**src/rtl/rtc_pkg.sv**
```systemverilog
package rtc_pkg;
    localparam int SEL_W     = 5;
    localparam int UNIT_W    = 6;
    localparam int N_UNITS   = 3;
    localparam int SEC_MAX   = 59;
    localparam int MIN_MAX   = 59;
    localparam int HR_MAX    = 23;
    localparam int TAP_LAST  = 17;
    localparam int REG_W     = N_UNITS * UNIT_W;
    localparam int BYP_BIT   = SEL_W;

    localparam logic [1:0] A_CTRL   = 2'd0;
    localparam logic [1:0] A_RELOAD = 2'd1;
    localparam logic [1:0] A_TIME   = 2'd2;
    localparam logic [1:0] A_STAT   = 2'd3;

    typedef enum logic [0:0] {
        WK_CLEAR   = 1'b0,
        WK_PENDING = 1'b1
    } wake_state_e;

    function automatic int unit_max(input int idx);
        return (idx == 0) ? SEC_MAX : (idx == 1) ? MIN_MAX : HR_MAX;
    endfunction
endpackage

```
**src/rtl/rtc_prescaler.sv**
```systemverilog
module rtc_prescaler #(
    parameter int PRE_W = 15
) (
    input  logic             clk,
    input  logic             rst_n,
    input  logic             tick,
    input  logic             bypass,
    input  logic             restart,
    input  logic [PRE_W-1:0] reload,
    output logic             sec_tick
);
    logic [PRE_W-1:0] cnt_q;
    logic             at_zero;

    assign at_zero  = (cnt_q == '0);
    assign sec_tick = tick && (bypass || at_zero);

    always_ff @(posedge clk) begin
        if (!rst_n) begin
            cnt_q <= '0;
        end else if (restart) begin
            cnt_q <= reload;
        end else if (tick && !bypass) begin
            cnt_q <= at_zero ? reload : cnt_q - 1'b1;
        end
    end
endmodule

```
**src/rtl/rtc_wrap_counter.sv**
```systemverilog
module rtc_wrap_counter #(
    parameter int W   = 6,
    parameter int MAX = 59
) (
    input  logic         clk,
    input  logic         rst_n,
    input  logic         load,
    input  logic [W-1:0] load_val,
    input  logic         inc,
    output logic [W-1:0] cnt,
    output logic         carry
);
    localparam logic [W-1:0] LIMIT = W'(MAX);

    logic [W-1:0] cnt_q;
    logic         at_limit;

    assign at_limit = (cnt_q == LIMIT);
    assign carry    = inc && at_limit && !load;
    assign cnt      = cnt_q;

    always_ff @(posedge clk) begin
        if (!rst_n) begin
            cnt_q <= '0;
        end else if (load) begin
            cnt_q <= (load_val <= LIMIT) ? load_val : '0;
        end else if (inc) begin
            cnt_q <= at_limit ? '0 : cnt_q + 1'b1;
        end
    end
endmodule

```
**src/rtl/rtc_time_chain.sv**
```systemverilog
module rtc_time_chain
    import rtc_pkg::*;
(
    input  logic                            clk,
    input  logic                            rst_n,
    input  logic                            sec_tick,
    input  logic                            load,
    input  logic [N_UNITS-1:0][UNIT_W-1:0]  load_val,
    output logic [N_UNITS-1:0][UNIT_W-1:0]  value
);
    logic [N_UNITS-1:0] carry;
    logic [N_UNITS-1:0] inc;

    genvar g;
    generate
        for (g = 0; g < N_UNITS; g++) begin : g_unit
            if (g == 0) begin : g_first
                assign inc[g] = sec_tick;
            end else begin : g_next
                assign inc[g] = carry[g-1];
            end
            rtc_wrap_counter #(
                .W   (UNIT_W),
                .MAX (unit_max(g))
            ) u_cnt (
                .clk      (clk),
                .rst_n    (rst_n),
                .load     (load),
                .load_val (load_val[g]),
                .inc      (inc[g]),
                .cnt      (value[g]),
                .carry    (carry[g])
            );
        end
    endgenerate
endmodule

```
**src/rtl/rtc_tap_mux.sv**
```systemverilog
module rtc_tap_mux
    import rtc_pkg::*;
(
    input  logic [SEL_W-1:0]  sel,
    input  logic [UNIT_W-1:0] sc,
    input  logic [UNIT_W-1:0] mn,
    input  logic [UNIT_W-1:0] hr,
    output logic              tap,
    output logic              sel_ok
);
    localparam int TAP_N = 1 << SEL_W;
    localparam int PAD_W = TAP_N - 1 - N_UNITS * UNIT_W;

    logic [TAP_N-1:0] taps;

    // Bit 0 is the idle code. Bit 18 is the hour MSB, which never reaches 1.
    assign taps   = {{PAD_W{1'b0}}, hr, mn, sc, 1'b0};
    assign tap    = taps[sel];
    assign sel_ok = (sel != '0) && (sel <= SEL_W'(TAP_LAST));
endmodule

```
**src/rtl/rtc_wake_fsm.sv**
```systemverilog
module rtc_wake_fsm
    import rtc_pkg::*;
(
    input  logic clk,
    input  logic rst_n,
    input  logic tap,
    input  logic sel_ok,
    input  logic clr,
    output logic fall,
    output logic irq,
    output logic wake
);
    wake_state_e state_q, state_d;
    logic        tap_q;
    logic        irq_q;

    assign fall = tap_q && !tap && sel_ok;

    always_ff @(posedge clk) begin
        if (!rst_n) begin
            tap_q   <= 1'b0;
            state_q <= WK_CLEAR;
        end else begin
            tap_q   <= tap;
            state_q <= state_d;
        end
    end

    always_comb begin
        state_d = state_q;
        unique case (state_q)
            WK_CLEAR:   state_d = fall ? WK_PENDING : WK_CLEAR;
            WK_PENDING: state_d = (clr && !fall) ? WK_CLEAR : WK_PENDING;
        endcase
    end

    always_ff @(posedge clk) begin
        if (!rst_n) begin
            irq_q <= 1'b0;
        end else begin
            irq_q <= fall;
        end
    end

    assign irq  = irq_q;
    assign wake = (state_q == WK_PENDING);
endmodule

```
**src/rtl/rtc_tap_irq.sv**
```systemverilog
module rtc_tap_irq
    import rtc_pkg::*;
#(
    parameter int PRE_W = 15
) (
    input  logic             clk,
    input  logic             rst_n,
    input  logic             slow_tick,
    input  logic             wr_en,
    input  logic [1:0]       addr,
    input  logic [REG_W-1:0] wdata,
    output logic [REG_W-1:0] rdata,
    output logic             rtc_out,
    output logic             irq_o,
    output logic             wake_o
);
    logic [SEL_W-1:0]                 sel_q;
    logic                             byp_q;
    logic [PRE_W-1:0]                 reload_q;
    logic [REG_W-1:0]                 rdata_q;
    logic                             time_load;
    logic                             stat_clr;
    logic                             sec_tick;
    logic                             sel_ok;
    logic                             edge_fall;
    logic [N_UNITS-1:0][UNIT_W-1:0]   load_val;
    logic [N_UNITS-1:0][UNIT_W-1:0]   tval;
    logic [UNIT_W-1:0]                cur_sc, cur_mn, cur_hr;

    assign time_load = wr_en && (addr == A_TIME);
    assign stat_clr  = wr_en && (addr == A_STAT) && wdata[0];
    assign load_val  = wdata;
    assign cur_sc    = tval[0];
    assign cur_mn    = tval[1];
    assign cur_hr    = tval[2];

    always_ff @(posedge clk) begin
        if (!rst_n) begin
            sel_q    <= '0;
            byp_q    <= 1'b0;
            reload_q <= '0;
        end else if (wr_en) begin
            if (addr == A_CTRL) begin
                sel_q <= wdata[SEL_W-1:0];
                byp_q <= wdata[BYP_BIT];
            end
            if (addr == A_RELOAD) begin
                reload_q <= wdata[PRE_W-1:0];
            end
        end
    end

    rtc_prescaler #(.PRE_W(PRE_W)) u_pre (
        .clk      (clk),
        .rst_n    (rst_n),
        .tick     (slow_tick),
        .bypass   (byp_q),
        .restart  (time_load),
        .reload   (reload_q),
        .sec_tick (sec_tick)
    );

    rtc_time_chain u_chain (
        .clk      (clk),
        .rst_n    (rst_n),
        .sec_tick (sec_tick),
        .load     (time_load),
        .load_val (load_val),
        .value    (tval)
    );

    rtc_tap_mux u_mux (
        .sel    (sel_q),
        .sc     (cur_sc),
        .mn     (cur_mn),
        .hr     (cur_hr),
        .tap    (rtc_out),
        .sel_ok (sel_ok)
    );

    rtc_wake_fsm u_wake (
        .clk    (clk),
        .rst_n  (rst_n),
        .tap    (rtc_out),
        .sel_ok (sel_ok),
        .clr    (stat_clr),
        .fall   (edge_fall),
        .irq    (irq_o),
        .wake   (wake_o)
    );

    always_ff @(posedge clk) begin
        if (!rst_n) begin
            rdata_q <= '0;
        end else begin
            unique case (addr)
                A_CTRL:   rdata_q <= REG_W'({byp_q, sel_q});
                A_RELOAD: rdata_q <= REG_W'(reload_q);
                A_TIME:   rdata_q <= tval;
                A_STAT:   rdata_q <= REG_W'(wake_o);
            endcase
        end
    end

    assign rdata = rdata_q;
endmodule

```
**config.mk**
```make
export PLATFORM = sky130hd
export DESIGN_NAME = rtc_tap_irq
export DESIGN_NICKNAME = d
export VERILOG_FILES = /design/src/rtl/rtc_pkg.sv /design/src/rtl/rtc_prescaler.sv /design/src/rtl/rtc_wrap_counter.sv /design/src/rtl/rtc_time_chain.sv /design/src/rtl/rtc_tap_mux.sv /design/src/rtl/rtc_wake_fsm.sv /design/src/rtl/rtc_tap_irq.sv
export SDC_FILE = /design/constraint.sdc
export NUM_CORES = 1
export LEC_CHECK = 0
export BUFFER_PORTS_ARGS = -buffer_cell sky130_fd_sc_hd__buf_2
export CAP_MARGIN = 40
export CORE_ASPECT_RATIO = 2
export CORE_MARGIN = 5
export CORE_UTILIZATION = 25
export DETAILED_ROUTE_END_ITERATION = 8
export GPL_ROUTABILITY_DRIVEN = 1
export HOLD_SLACK_MARGIN = 0.06
export PLACE_DENSITY = 0.39
export SYNTH_ARGS = -nofsm -noshare
export SYNTH_HDL_FRONTEND = slang
export SYNTH_SLANG_ARGS = --single-unit
```
**constraint.sdc**
```tcl
create_clock -name clk -period 1.9 [get_ports clk]
set_clock_uncertainty 0.15 [all_clocks]
set_input_delay 0.095 -clock clk [delete_from_list [all_inputs] [get_ports clk]]
set_output_delay 0.095 -clock clk [all_outputs]
set_load 0.05 [all_outputs]
```
==> results of run 1 <==
==> stage by stage <==
stage               cell area [um2]  utilization, %  setup TNS [ns]  instances  total power [uW]
global placement               5080            31.5           -1.71        783              5360
floorplan                      4110               -          -0.202        483              4000
finish                         6310            39.2           -3.33        841              9110
CTS                            6010            37.3          -0.887        833              8190
global route                   6310            39.2           -5.10        841              9550
detailed placement             5080            31.5           -1.93        783              5340
==> final cells by class <==
cell class                      count  area (um2)
Sequential cell                    75        1510
Inverter                            4        15.0
Clock inverter                      5        86.3
Multi-Input combinational cell    371        2840
Clock buffer                       10         239
Fill cell                        1666        9790
Timing Repair Buffer              172        1360
Tap cell                          204         255
==> cell families after synthesis <==
group                      Yosys count  share of synthesized area, %
AOI/OAI and AO/OA                  117                          20.2
xor gates and xnor gates             2                         0.431
adders and majority gates            5                          1.54
buffers and inverters               37                          4.34
DFF                                 75                          36.9
muxes                               24                          6.68
and+or+nand+nor                    223                          29.9
==> worst min-delay path: cells and delay by family <==
| kind | cells | cell delay, ns |
|---|---|---|
| buf+inv | 1 | 0.13 |
| compound gates | 1 | 0.06 |
| simple gates | 2 | 0.22 |
==> flip-flops by register name, indices dropped and copies added (netlist names) <==
name and cells:
u_wake.irq 1, rdata 18, u_chain.g_unit.u_cnt.cnt 18, u_pre.cnt_q 15, u_wake.tap_q 1, reload_q 15
sel_q 5, u_wake.wake 1, byp_q 1
==> layer usage <==
| metal | vias up | part of all wire (%) |
|---|---|---|
| li1 | 2086 | - |
| met3 | 21 | 2.6 |
| met5 | - | 0 |
| met2 | 69 | 51 |
| met4 | 0 | 1.8 |
| met1 | 2065 | 44 |
==> power groups by stage <==
stage / logic, uW / registers, uW / clock network [uW]
global placement: 3330 / 2030 / 0
detailed placement: 3310 / 2030 / 0
finish: 5140 / 2040 / 1930
global route: 5460 / 2070 / 2020
floorplan: 1950 / 2050 / 0
CTS: 4190 / 2030 / 1960
==> path summary, 6_finish.rpt <==
path | startpoint | endpoint | slack [ns] | depth (start not counted)
worst max-delay path | sel_q[0] | rtc_out | -0.27 | 8
worst min-delay path | wr_en | reload_q[0] | 0.07 | 4
worst max register to register | u_pre.cnt_q[0] | u_pre.cnt_q[6] | -0.23 | 9
worst min register to register | reload_q[11] | reload_q[11] | 0.34 | 2
==> placed cells by master (no fill, tap or decap), types with 4 or more instances in the layout <==
| cell | n |
|---|---|
| sky130_fd_sc_hd__and2_1 | 11 |
| sky130_fd_sc_hd__nand3_1 | 15 |
| sky130_fd_sc_hd__a21boi_0 | 15 |
| sky130_fd_sc_hd__nor3_1 | 12 |
| sky130_fd_sc_hd__clkbuf_16 | 9 |
| sky130_fd_sc_hd__buf_2 | 43 |
| sky130_fd_sc_hd__o211a_1 | 4 |
| sky130_fd_sc_hd__nor4_4 | 4 |
| sky130_fd_sc_hd__dfxtp_2 | 7 |
| sky130_fd_sc_hd__or3_1 | 4 |
| sky130_fd_sc_hd__nor4b_2 | 4 |
| sky130_fd_sc_hd__o22ai_1 | 5 |
| sky130_fd_sc_hd__o21ai_1 | 6 |
| sky130_fd_sc_hd__a21oi_2 | 8 |
| sky130_fd_sc_hd__dfxtp_1 | 67 |
| sky130_fd_sc_hd__a22oi_1 | 11 |
| sky130_fd_sc_hd__buf_4 | 82 |
| sky130_fd_sc_hd__and3_1 | 6 |
| sky130_fd_sc_hd__o31a_1 | 4 |
| sky130_fd_sc_hd__nand2_1 | 68 |
| sky130_fd_sc_hd__o21ai_0 | 13 |
| sky130_fd_sc_hd__nor2b_1 | 24 |
| sky130_fd_sc_hd__o21a_1 | 4 |
| sky130_fd_sc_hd__a221oi_2 | 4 |
| sky130_fd_sc_hd__nor2_1 | 16 |
| sky130_fd_sc_hd__buf_6 | 22 |
| sky130_fd_sc_hd__dlygate4sd3_1 | 21 |
| sky130_fd_sc_hd__a21oi_1 | 7 |
| sky130_fd_sc_hd__nand4_1 | 8 |
| sky130_fd_sc_hd__mux2i_1 | 17 |
==> what timing repair did <==
action,CTS,global route
hold buffers,21,0
gates cloned,1,0
setup buffers,14,12
endpoints found under the hold margin,37,0
resized for setup,67,61
setup endpoints to repair,26,35
pin swaps,29,31
==> summary by stage, run 1 <==
Final layout
The number of antenna diodes in the final layout is 0. Relative to the synthesized area, the layout overhead comes to 55.2%. Cells with a size suffix above 1 make up 40.7% of the layout. The net count of the finished layout is 662.

Floorplanning
The total I/O pin count is 45. The count of standard-cell rows is 66. The vertical die dimension is 190 um. The floorplan step defined a die boundary enclosing 19100 um2. The starting utilization of the core area is 25.3%. Measured along the x axis, the die boundary spans 100 um. The core area is 16100 um2.

STA
The clock period minus worst slack is 2.17 ns. Setup repair after global routing could not meet its margin everywhere. The number of hold-slack violations in the final timing report is 0. The achievable frequency is 461 MHz. The slew at the pin closest to its max-slew limit is 0.658 ns. The final count of pins violating max slew came to 0.

Headroom to the max-slew limit came out at 56.0%. The post-route worst hold slack is 0.0735 ns. Setup violations remaining at the end of the flow were counted as 28. After layout, the worst setup slack is -0.267 ns. The fraction of the cycle the final worst path needs is 114%.

Status
The flow ran to the end, but the final reports show violations. The checks that failed: negative setup slack.

Yosys
Ranked by total cell area, the synthesized netlist is headed by sky130_fd_sc_hd__dfxtp_1 (37%), sky130_fd_sc_hd__nand2_1 (6.7%), sky130_fd_sc_hd__mux2i_1 (4.2%). The fraction of synthesis flops using an asynchronous set or reset pin is 0%. Of the synthesized area, sequential elements account for 36.9%. Among all flip-flop cells after synthesis, the most frequent one is sky130_fd_sc_hd__dfxtp_1. The biggest area contributor in the post-synthesis netlist is sky130_fd_sc_hd__dfxtp_1.

The number of warnings reported in the yosys synthesis log is 0. Ranked by instance count, the synthesized netlist is headed by sky130_fd_sc_hd__dfxtp_1 (75), sky130_fd_sc_hd__nand2_1 (73), sky130_fd_sc_hd__nor2b_1 (26). Of the post-synthesis cell area, the dominant cell type holds 36.9%.

Among all cell types in the netlist, the one instantiated most often is sky130_fd_sc_hd__dfxtp_1. The total of flip-flops plus latches after synthesis is 75. In this run, synthesis inferred 0 flip-flops with an integrated enable. The mean post-synth cell area is 8.42 um2. The unique cell type count in the Yosys netlist is 67. After synthesis the cells add up to 4070 um2. The cell count after synthesis is 483. The number of nets handed over by synthesis was 512.

Critical path
The data arrival time at the worst-slack endpoint is 1.92 ns. The endpoint kind of the worst setup timing path is a primary output. Of all nets on the critical path, the largest fanout is 6. The most numerous cell type found on the critical path is sky130_fd_sc_hd__buf_8. On the critical path the largest part of the delay comes from buffers and inverters. The worst setup path is of the flip-flop to primary output kind. For the worst setup path, the data required time is 1.65 ns. The buffer and inverter count on the worst path is 4.

The master of the slowest instance on the critical path is sky130_fd_sc_hd__dfxtp_4. The critical path launch point type is a flip-flop. Walking the worst path, the cells encountered are buf_8 > mux2_4 > o22ai_4 > nor4_2 > nor3_2 > buf_4 > inv_2 > buf_8. The largest single stage delay on the critical path is 0.40 ns.

CTS
TritonCTS created 9 clock buffers. The latest clock arrival within the worst-skew pair is 0.34 ns. In this run the clock root is driven by a sky130_fd_sc_hd__clkbuf_16. The maximum clock insertion buffer count is 2. After clock tree synthesis, the clock-pin slew on the worst setup and hold paths is 0.06 ns. In this run the number of H-tree levels came out at 3. The clock net in this run drives a total of 75 sinks. TritonCTS built the clock tree.

Pwr
Summed over all nets, the switching power comes to 3390 uW. The peak supply drop is 0.786 mV. The register share of total power is 22.4%. In this run the static leakage power is 0.00256 uW. Net switching is 37.2% of the power. The part of the total power dissipated in combinational logic is 56.4%. The clock network is responsible for 21.1% of the overall power. Cell internal power was estimated by the tool at 5720 uW.

The power per cell area is 1440 nW/um2.

Route
The via count of the routed design is 4241. The detail route stage leaves a number of antenna-violating nets equal to 0. The routed design has 15000 um of wire. The wire length per cell is 17.8 um. After detailed routing, the number of vias per cell comes to 5.04. The detailed router finished its first iteration with 184 violations.

After detailed routing, the number of remaining DRC violations is 0. The iteration count of the initial detailed-routing pass is 6.

Global route
In the global route stage, met1 resource usage came out at 19.5%. Global routing consumed, on the met3 layer, 2.34% of the routing resources. The first global-routing pass estimated 23300 um of wire. The residual overflow from global routing is 0. The number of global-route vias before repair came to 4273. The total routing resource utilization after global routing is 15.6%. The initial antenna violation count came to 0.

Entering global routing, the biggest net connects 30 pins. The global routing usage on met2 is 27.6%. The most congested layer reported by global routing is met2.

Worst hold path
The kind of path behind the tightest hold check is primary input to flip-flop.

Run
The max-capacitance violation count is 0.

Placed design
The final weighted congestion in routability-driven placement is 0.797. Port buffering added 44 buffers. OpenSTA, run right after detailed placement, puts the worst setup slack at -0.199 ns. Once detailed placement completed, the half-perimeter wirelength came to 10700 um.
(Power assumes the default switching activity.)
==> inputs of run 2 (changes only) <==
CORE_ASPECT_RATIO = 1.1   (was 2)
==> summary by stage, run 2 (synthesized netlist as in run 1, its figures left out) <==
CTS
The total clock buffers created by CTS is 9 (unchanged). The maximum level of the CTS H-tree is 3 (unchanged). The total number of clock tree sinks is 75 (unchanged). The maximum clock insertion buffer count came to 2 (unchanged). The TritonCTS clock tree is done (unchanged). The clock tree root driver cell is sky130_fd_sc_hd__clkbuf_16 (unchanged).

The clock transition time at the flip-flop clock pins of the worst setup and hold paths is 0.06 ns (about the same). The latest clock arrival within the worst-skew pair is 0.34 ns (about the same).

STA
The relative slew slack is 60.7% (was 56.0%). The number of hold-slack violations in the final timing report is 0 (unchanged). The achievable frequency came to 461 MHz (about the same). Setup repair after global routing missed its margin: true (unchanged). The fraction of the cycle the final worst path needs was 114% (about the same). The post-route worst setup slack is -0.269 ns (was -0.267 ns).

The clock period minus worst slack is 2.17 ns (about the same). The final count of pins violating max slew is 0 (unchanged). The slew at the pin closest to its max-slew limit is 0.589 ns (was 0.658 ns).

The setup violation total in the final timing report is 26 (was 28).

Placed design
The worst slack at placement is -0.201 ns (was -0.199 ns). The estimated wirelength of the detail-placed design is 10500 um (was 10700 um). The final weighted congestion in routability-driven placement came to 0.815 (was 0.797). The total placed cells including tap cells came to 783 (unchanged). The quantity of I/O buffers inserted on ports came to 44 (unchanged).

Final layout
Top library cells by usage in the layout, fill and taps aside: sky130_fd_sc_hd__buf_4 (81), sky130_fd_sc_hd__nand2_1 (69), sky130_fd_sc_hd__dfxtp_1 (69) (was sky130_fd_sc_hd__buf_4 (82), sky130_fd_sc_hd__nand2_1 (68), sky130_fd_sc_hd__dfxtp_1 (67)). The antenna diode count is 0 (unchanged). The sequential cell area came to 1510 um2 (about the same). The number of fillers in the final layout is 1692 (was 1666). The growth of design area from synthesis to finish is 51.9% (was 55.2%).

The number of standard cells in the final layout excluding fillers is 841 (unchanged). The most common cell after layout, fill and taps aside is sky130_fd_sc_hd__buf_4 (unchanged). The share of cells above drive strength 1 was 39.1% (was 40.7%). The area used by multi-input combinational logic is 2790 um2 (was 2840 um2).

The number of nets in the finished design is 661 (was 662).

Global route
The pin count of the biggest net entering global routing was 38 (was 30). The met1 usage in global routing is 18.8% (was 19.5%). The global-route wire length before repair came to 23000 um (was 23300 um). The number of global-route vias before repair was 4322 (was 4273). The total routing resource utilization after global routing was 15.3% (was 15.6%). The most congested layer reported by global routing is met2 (unchanged). The residual overflow from global routing is 0 (unchanged).

The initial antenna violation count came to 0 (unchanged). The global routing usage on met2 is 27.3% (was 27.6%). The met3 routing resource usage after global routing is 2.42% (was 2.34%).

Route
The wire length per cell is 17.2 um (was 17.8 um). The total detailed-routing wirelength is 14500 um (was 15000 um). The number of DRC markers after the initial detailed-route iteration was 261 (was 184). The vias per cell is 5.01 (was 5.04). The iteration count of the initial detailed-routing pass was 4 (was 6). The via count of the routed design came to 4212 (was 4241).

The DRC violations left is 0 (unchanged). The post-detailed-route count of antenna-violating nets is 0 (unchanged).

Critical path
The required time of the critical path is 1.65 ns (about the same). The critical path launch point type is a flip-flop (unchanged). The worst-case reg-to-reg path depth is 9 (unchanged). The end of the worst register-to-register path is u_pre.cnt_q[6] (unchanged). The largest fanout of any net on the critical path was 5 (was 6). The setup slack of the worst register-to-register path is -0.16 ns (was -0.23 ns). The data arrival time at the worst-slack endpoint is 1.92 ns (about the same). The launch point of the worst reg-to-reg path is u_pre.cnt_q[0] (unchanged).

The endpoint kind of the worst setup timing path was a primary output (unchanged). The category of the critical setup timing path was flip-flop to primary output (unchanged).

Floorplanning
The horizontal die dimension is 132 um (was 100 um). The starting utilization of the core area was 25.1% (was 25.3%). The count of standard-cell rows came to 49 (was 66). The area enclosed by the die boundary is 18900 um2 (was 19100 um2). The total I/O pin count is 45 (unchanged).

The vertical die dimension is 144 um (was 190 um). The core area was 16200 um2 (was 16100 um2).

Worst hold path
The hold path startpoint is wdata[15] (was wr_en). The cell depth of the worst min-delay path was 5 (was 4). The kind of path behind the tightest hold check is primary input to flip-flop (unchanged). The end point of the worst hold path is u_chain.g_unit[2].u_cnt.cnt[4] (was reload_q[0]).

Pwr
The cell leakage power came to 0.00250 uW (was 0.00256 uW). The power consumption is 8580 uW (was 9110 uW). The power per cell area is 1390 nW/um2 (was 1440 nW/um2). The peak supply drop came to 0.670 mV (was 0.786 mV).

Status
Result of the run: complete, but fails checks (unchanged). Violations in the final reports: negative setup slack (unchanged).

Run
The max-capacitance violation count came to 0 (unchanged).
-- run 2: worst max path at each step --
stage                         startpoint  cells past startpoint  slack [ns]              to
after floorplan           u_pre.cnt_q[1]                     10       -0.06  u_pre.cnt_q[4]
after global placement          sel_q[0]                      7       -0.22         rtc_out
after detailed placement        sel_q[0]                      7       -0.20         rtc_out
after CTS                       sel_q[0]                      7       -0.31         rtc_out
after global routing            sel_q[0]                      7       -0.34         rtc_out
final                           sel_q[0]                      7       -0.27         rtc_out
-- run 2: through the flow --
stage | cell area (um2) | utilization (%) | hold slack (ns) | setup TNS [ns]
after floorplan | 4110 | - | 0.0754 | -0.202
after global placement | 5090 | 31.4 | 0.223 | -0.829
after detailed placement | 5090 | 31.4 | 0.217 | -1.25
after CTS | 5860 | 36.2 | 0.111 | -1.49
after global routing | 6180 | 38.2 | 0.143 | -4.77
final | 6180 | 38.2 | 0.128 | -2.27
-- run 2: routing by layer --
metal	share of wire [%]	routed length [um]
met4	1.5	216
met1	45	6500
met5	0	0
met3	3.3	475
met2	50	7270
-- run 2: area by class of cell --
type,count,share of cell area (%)
Timing Repair Buffer,171,21.8
Clock buffer,13,3.89
Inverter,4,0.324
Sequential cell,75,24.5
Tap cell,204,4.13
Clock inverter,3,0.243
Multi-Input combinational cell,371,45.1
-- run 2: repair_timing --
action | in CTS | in global routing
cloned | 2 | 0
resized for setup | 56 | 56
buffers inserted | 10 | 13
pin swaps | 22 | 33
hold endpoints to repair | 43 | 0
setup endpoints to repair | 25 | 37
hold buffers | 19 | 0
-- run 2: power breakdown --
| part | leakage [uW] | internal (uW) | total [uW] | switching, uW |
|---|---|---|---|---|
| combinational | 0.00176 | 2720 | 5040 | 2320 |
| sequential | 0.000612 | 1790 | 2010 | 218 |
| clock | 0.000127 | 880 | 1540 | 658 |
-- run 2: critical path, stage by stage, from the launching register on --
cell and delay [ns]:
sky130_fd_sc_hd__dfxtp_4 0.40, sky130_fd_sc_hd__mux4_2 0.56, sky130_fd_sc_hd__nor2_2 0.10, sky130_fd_sc_hd__nor4b_1 0.05
sky130_fd_sc_hd__nor3_1 0.15, sky130_fd_sc_hd__buf_4 0.15, sky130_fd_sc_hd__inv_2 0.03, sky130_fd_sc_hd__buf_6 0.14
==> inputs of run 3 (changes only) <==
CORE_UTILIZATION = 59   (was 25)
PLACE_DENSITY = 0.8   (was 0.39)
clock period = 2.05 ns   (was 1.9 ns; I/O delays follow)
==> summary by stage, run 3 (synthesized netlist as in run 1, its figures left out) <==
Critical path
The setup slack of the worst register-to-register path was -0.11 ns (was -0.16 ns). The largest fanout of any net on the critical path was 6 (was 5). The launch point of the worst reg-to-reg path is u_pre.cnt_q[1] (was u_pre.cnt_q[0]).

The first element of the critical path is sel_q[0] (unchanged). The required time of the critical path is 1.80 ns (was 1.65 ns). The end of the worst register-to-register path is u_chain.g_unit[2].u_cnt.cnt[0] (was u_pre.cnt_q[6]). The worst-case reg-to-reg path depth is 8 (was 9). The worst setup path endpoint is rtc_out (unchanged). The critical path launch point type was a flip-flop (unchanged). The endpoint kind of the worst setup timing path is a primary output (unchanged). The data arrival time at the worst-slack endpoint is 1.98 ns (was 1.92 ns). The category of the critical setup timing path is flip-flop to primary output (unchanged).

STA
The achievable frequency is 448 MHz. The slew at the pin closest to its max-slew limit was 0.659 ns (was 0.589 ns). The final setup TNS came to -0.403 ns (was -2.27 ns). The setup violation total in the final timing report came to 5 (was 26).

The relative slew slack is 55.9% (was 60.7%). The number of hold-slack violations in the final timing report is 0 (unchanged). The final count of pins violating max slew is 0 (unchanged). The post-route worst setup slack came to -0.180 ns (was -0.269 ns).

Setup repair after global routing missed its margin: true (unchanged). The smallest clock period supported by the final layout is computed as 2.23 ns. The post-route worst hold slack is 0.121 ns (was 0.128 ns).

The final critical path takes up 109% of the cycle.

Run
The max-capacitance violation count is 0 (unchanged).

Global route
The global-route wire length before repair is 19300 um (was 23000 um). The initial antenna violation count was 1 (was 0). The total routing resource utilization after global routing is 27.7% (was 15.3%). The residual overflow from global routing came to 0 (unchanged). The pin count of the biggest net entering global routing is 54 (was 38).

The number of global-route vias before repair came to 4049 (was 4322).

Floorplanning
The starting utilization of the core area was 61.3% (was 25.1%). The total I/O pin count is 45 (unchanged). The area enclosed by the die boundary is 8650 um2 (was 18900 um2). The core area is 6630 um2 (was 16200 um2).

The vertical die dimension was 97.1 um (was 144 um). The horizontal die dimension is 89.2 um (was 132 um). The count of standard-cell rows is 31 (was 49).

Placed design
The total placed cells including tap cells is 618 (was 783). The worst slack at placement came to -0.107 ns (was -0.201 ns). The final weighted congestion in routability-driven placement was 0.955 (was 0.815). The quantity of I/O buffers inserted on ports is 44 (unchanged). The estimated wirelength of the detail-placed design is 8090 um (was 10500 um).

Final layout
The share of cells above drive strength 1 is 28.4% (was 39.1%). The growth of design area from synthesis to finish is 30.2% (was 51.9%). The post-layout utilization of the core was 79.8% (was 38.2%). The number of standard cells in the final layout excluding fillers is 670 (was 841). The most common cell after layout, fill and taps aside is sky130_fd_sc_hd__nand2_1 (was sky130_fd_sc_hd__buf_4).

The number of nets in the finished design came to 612 (was 661). Top library cells by usage in the layout, fill and taps aside: sky130_fd_sc_hd__nand2_1 (73), sky130_fd_sc_hd__dfxtp_1 (70), sky130_fd_sc_hd__buf_4 (44) (was sky130_fd_sc_hd__buf_4 (81), sky130_fd_sc_hd__nand2_1 (69), sky130_fd_sc_hd__dfxtp_1 (69)).

CTS
The clock tree root driver cell is sky130_fd_sc_hd__clkbuf_8 (was sky130_fd_sc_hd__clkbuf_16). The latest clock arrival within the worst-skew pair came to 0.36 ns (was 0.34 ns). The maximum level of the CTS H-tree is 3 (unchanged). The total number of clock tree sinks was 75 (unchanged). The TritonCTS clock tree is done (unchanged). The clock transition time at the flip-flop clock pins of the worst setup and hold paths is 0.07 ns (was 0.06 ns).

The total clock buffers created by CTS is 9 (unchanged). The maximum clock insertion buffer count is 2 (unchanged).

Worst hold path
The kind of path behind the tightest hold check is primary input to flip-flop (unchanged). The cell depth of the worst min-delay path is 5 (unchanged).

Route
The via count of the routed design is 4457 (was 4212). The DRC violations left was 0 (unchanged). The total detailed-routing wirelength is 13100 um (was 14500 um). The wire length per cell is 19.6 um (was 17.2 um).

The post-detailed-route count of antenna-violating nets was 0 (unchanged). The vias per cell is 6.65 (was 5.01). The number of DRC markers after the initial detailed-route iteration is 461 (was 261).

The iteration count of the initial detailed-routing pass came to 7 (was 4).

Pwr
The cell leakage power was 0.00220 uW (was 0.00250 uW). The power per cell area is 1190 nW/um2 (was 1390 nW/um2). The peak supply drop is 1.20 mV (was 0.670 mV).

Status
Result of the run: complete, but fails checks (unchanged). Violations in the final reports: negative setup slack (unchanged).
-- run 3: cell type report --
cell class | count | area, um2
Clock buffer | 13 | 169
Clock inverter | 2 | 10.0
Antenna cell | 1 | 2.50
Fill cell | 425 | 1340
Inverter | 4 | 15.0
Multi-Input combinational cell | 371 | 2550
Sequential cell | 75 | 1510
Tap cell | 82 | 103
Timing Repair Buffer | 122 | 930
-- run 3: per-layer routing --
| layer | vias up | wire length (um) | GRT usage [%] |
|---|---|---|---|
| met1 | 2073 | 4920 | 35.9 |
| met3 | 95 | 1220 | 5.00 |
| met4 | 0 | 743 | 11.9 |
| met5 | - | 0 | 0 |
| met2 | 312 | 6260 | 44.4 |
| li1 | 1977 | - | - |
-- run 3: report_power, final --
| group | switching, uW | internal (uW) | total [uW] |
|---|---|---|---|
| clock network | 539 | 529 | 1070 |
| logic | 1640 | 1690 | 3330 |
| registers | 229 | 1660 | 1890 |
| total | 2400 | 3880 | 6280 |
-- run 3: worst min path at each step --
| stage | start | endpoint |
|---|---|---|
| 3_3_place_gp | wdata[6] | u_chain.g_unit[1].u_cnt.cnt[0] |
| 2_1_floorplan | wdata[6] | u_chain.g_unit[1].u_cnt.cnt[0] |
| 3_5_place_dp | wdata[6] | u_chain.g_unit[1].u_cnt.cnt[0] |
| 4_1_cts | wdata[15] | u_chain.g_unit[2].u_cnt.cnt[4] |
| 5_1_grt | addr[1] | u_wake.wake |
| 6_report | wdata[15] | u_chain.g_unit[2].u_cnt.cnt[4] |
-- run 3: critical path, stage by stage, from the launching register on --
cell and delay (ns):
sky130_fd_sc_hd__dfxtp_4 0.42, sky130_fd_sc_hd__buf_6 0.15, sky130_fd_sc_hd__mux2i_1 0.23, sky130_fd_sc_hd__o22ai_1 0.17
sky130_fd_sc_hd__and3_1 0.22, sky130_fd_sc_hd__nor3_2 0.20, sky130_fd_sc_hd__inv_1 0.07, sky130_fd_sc_hd__buf_6 0.15
-- run 3: timing repair --
item,in CTS,in global routing
hold endpoints to repair,48,0
pin swaps,6,14
hold buffers,22,0
resized for setup,21,35
buffers inserted,6,8
endpoints found under the setup margin,21,24
-- run 3: stage by stage --
step / area [um2] / total power (uW)
CTS: 5090 / 5700
global route: 5290 / 6570
detailed placement: 4560 / 4400
finish: 5290 / 6280
floorplan: 4070 / 3630
global placement: 4560 / 4360
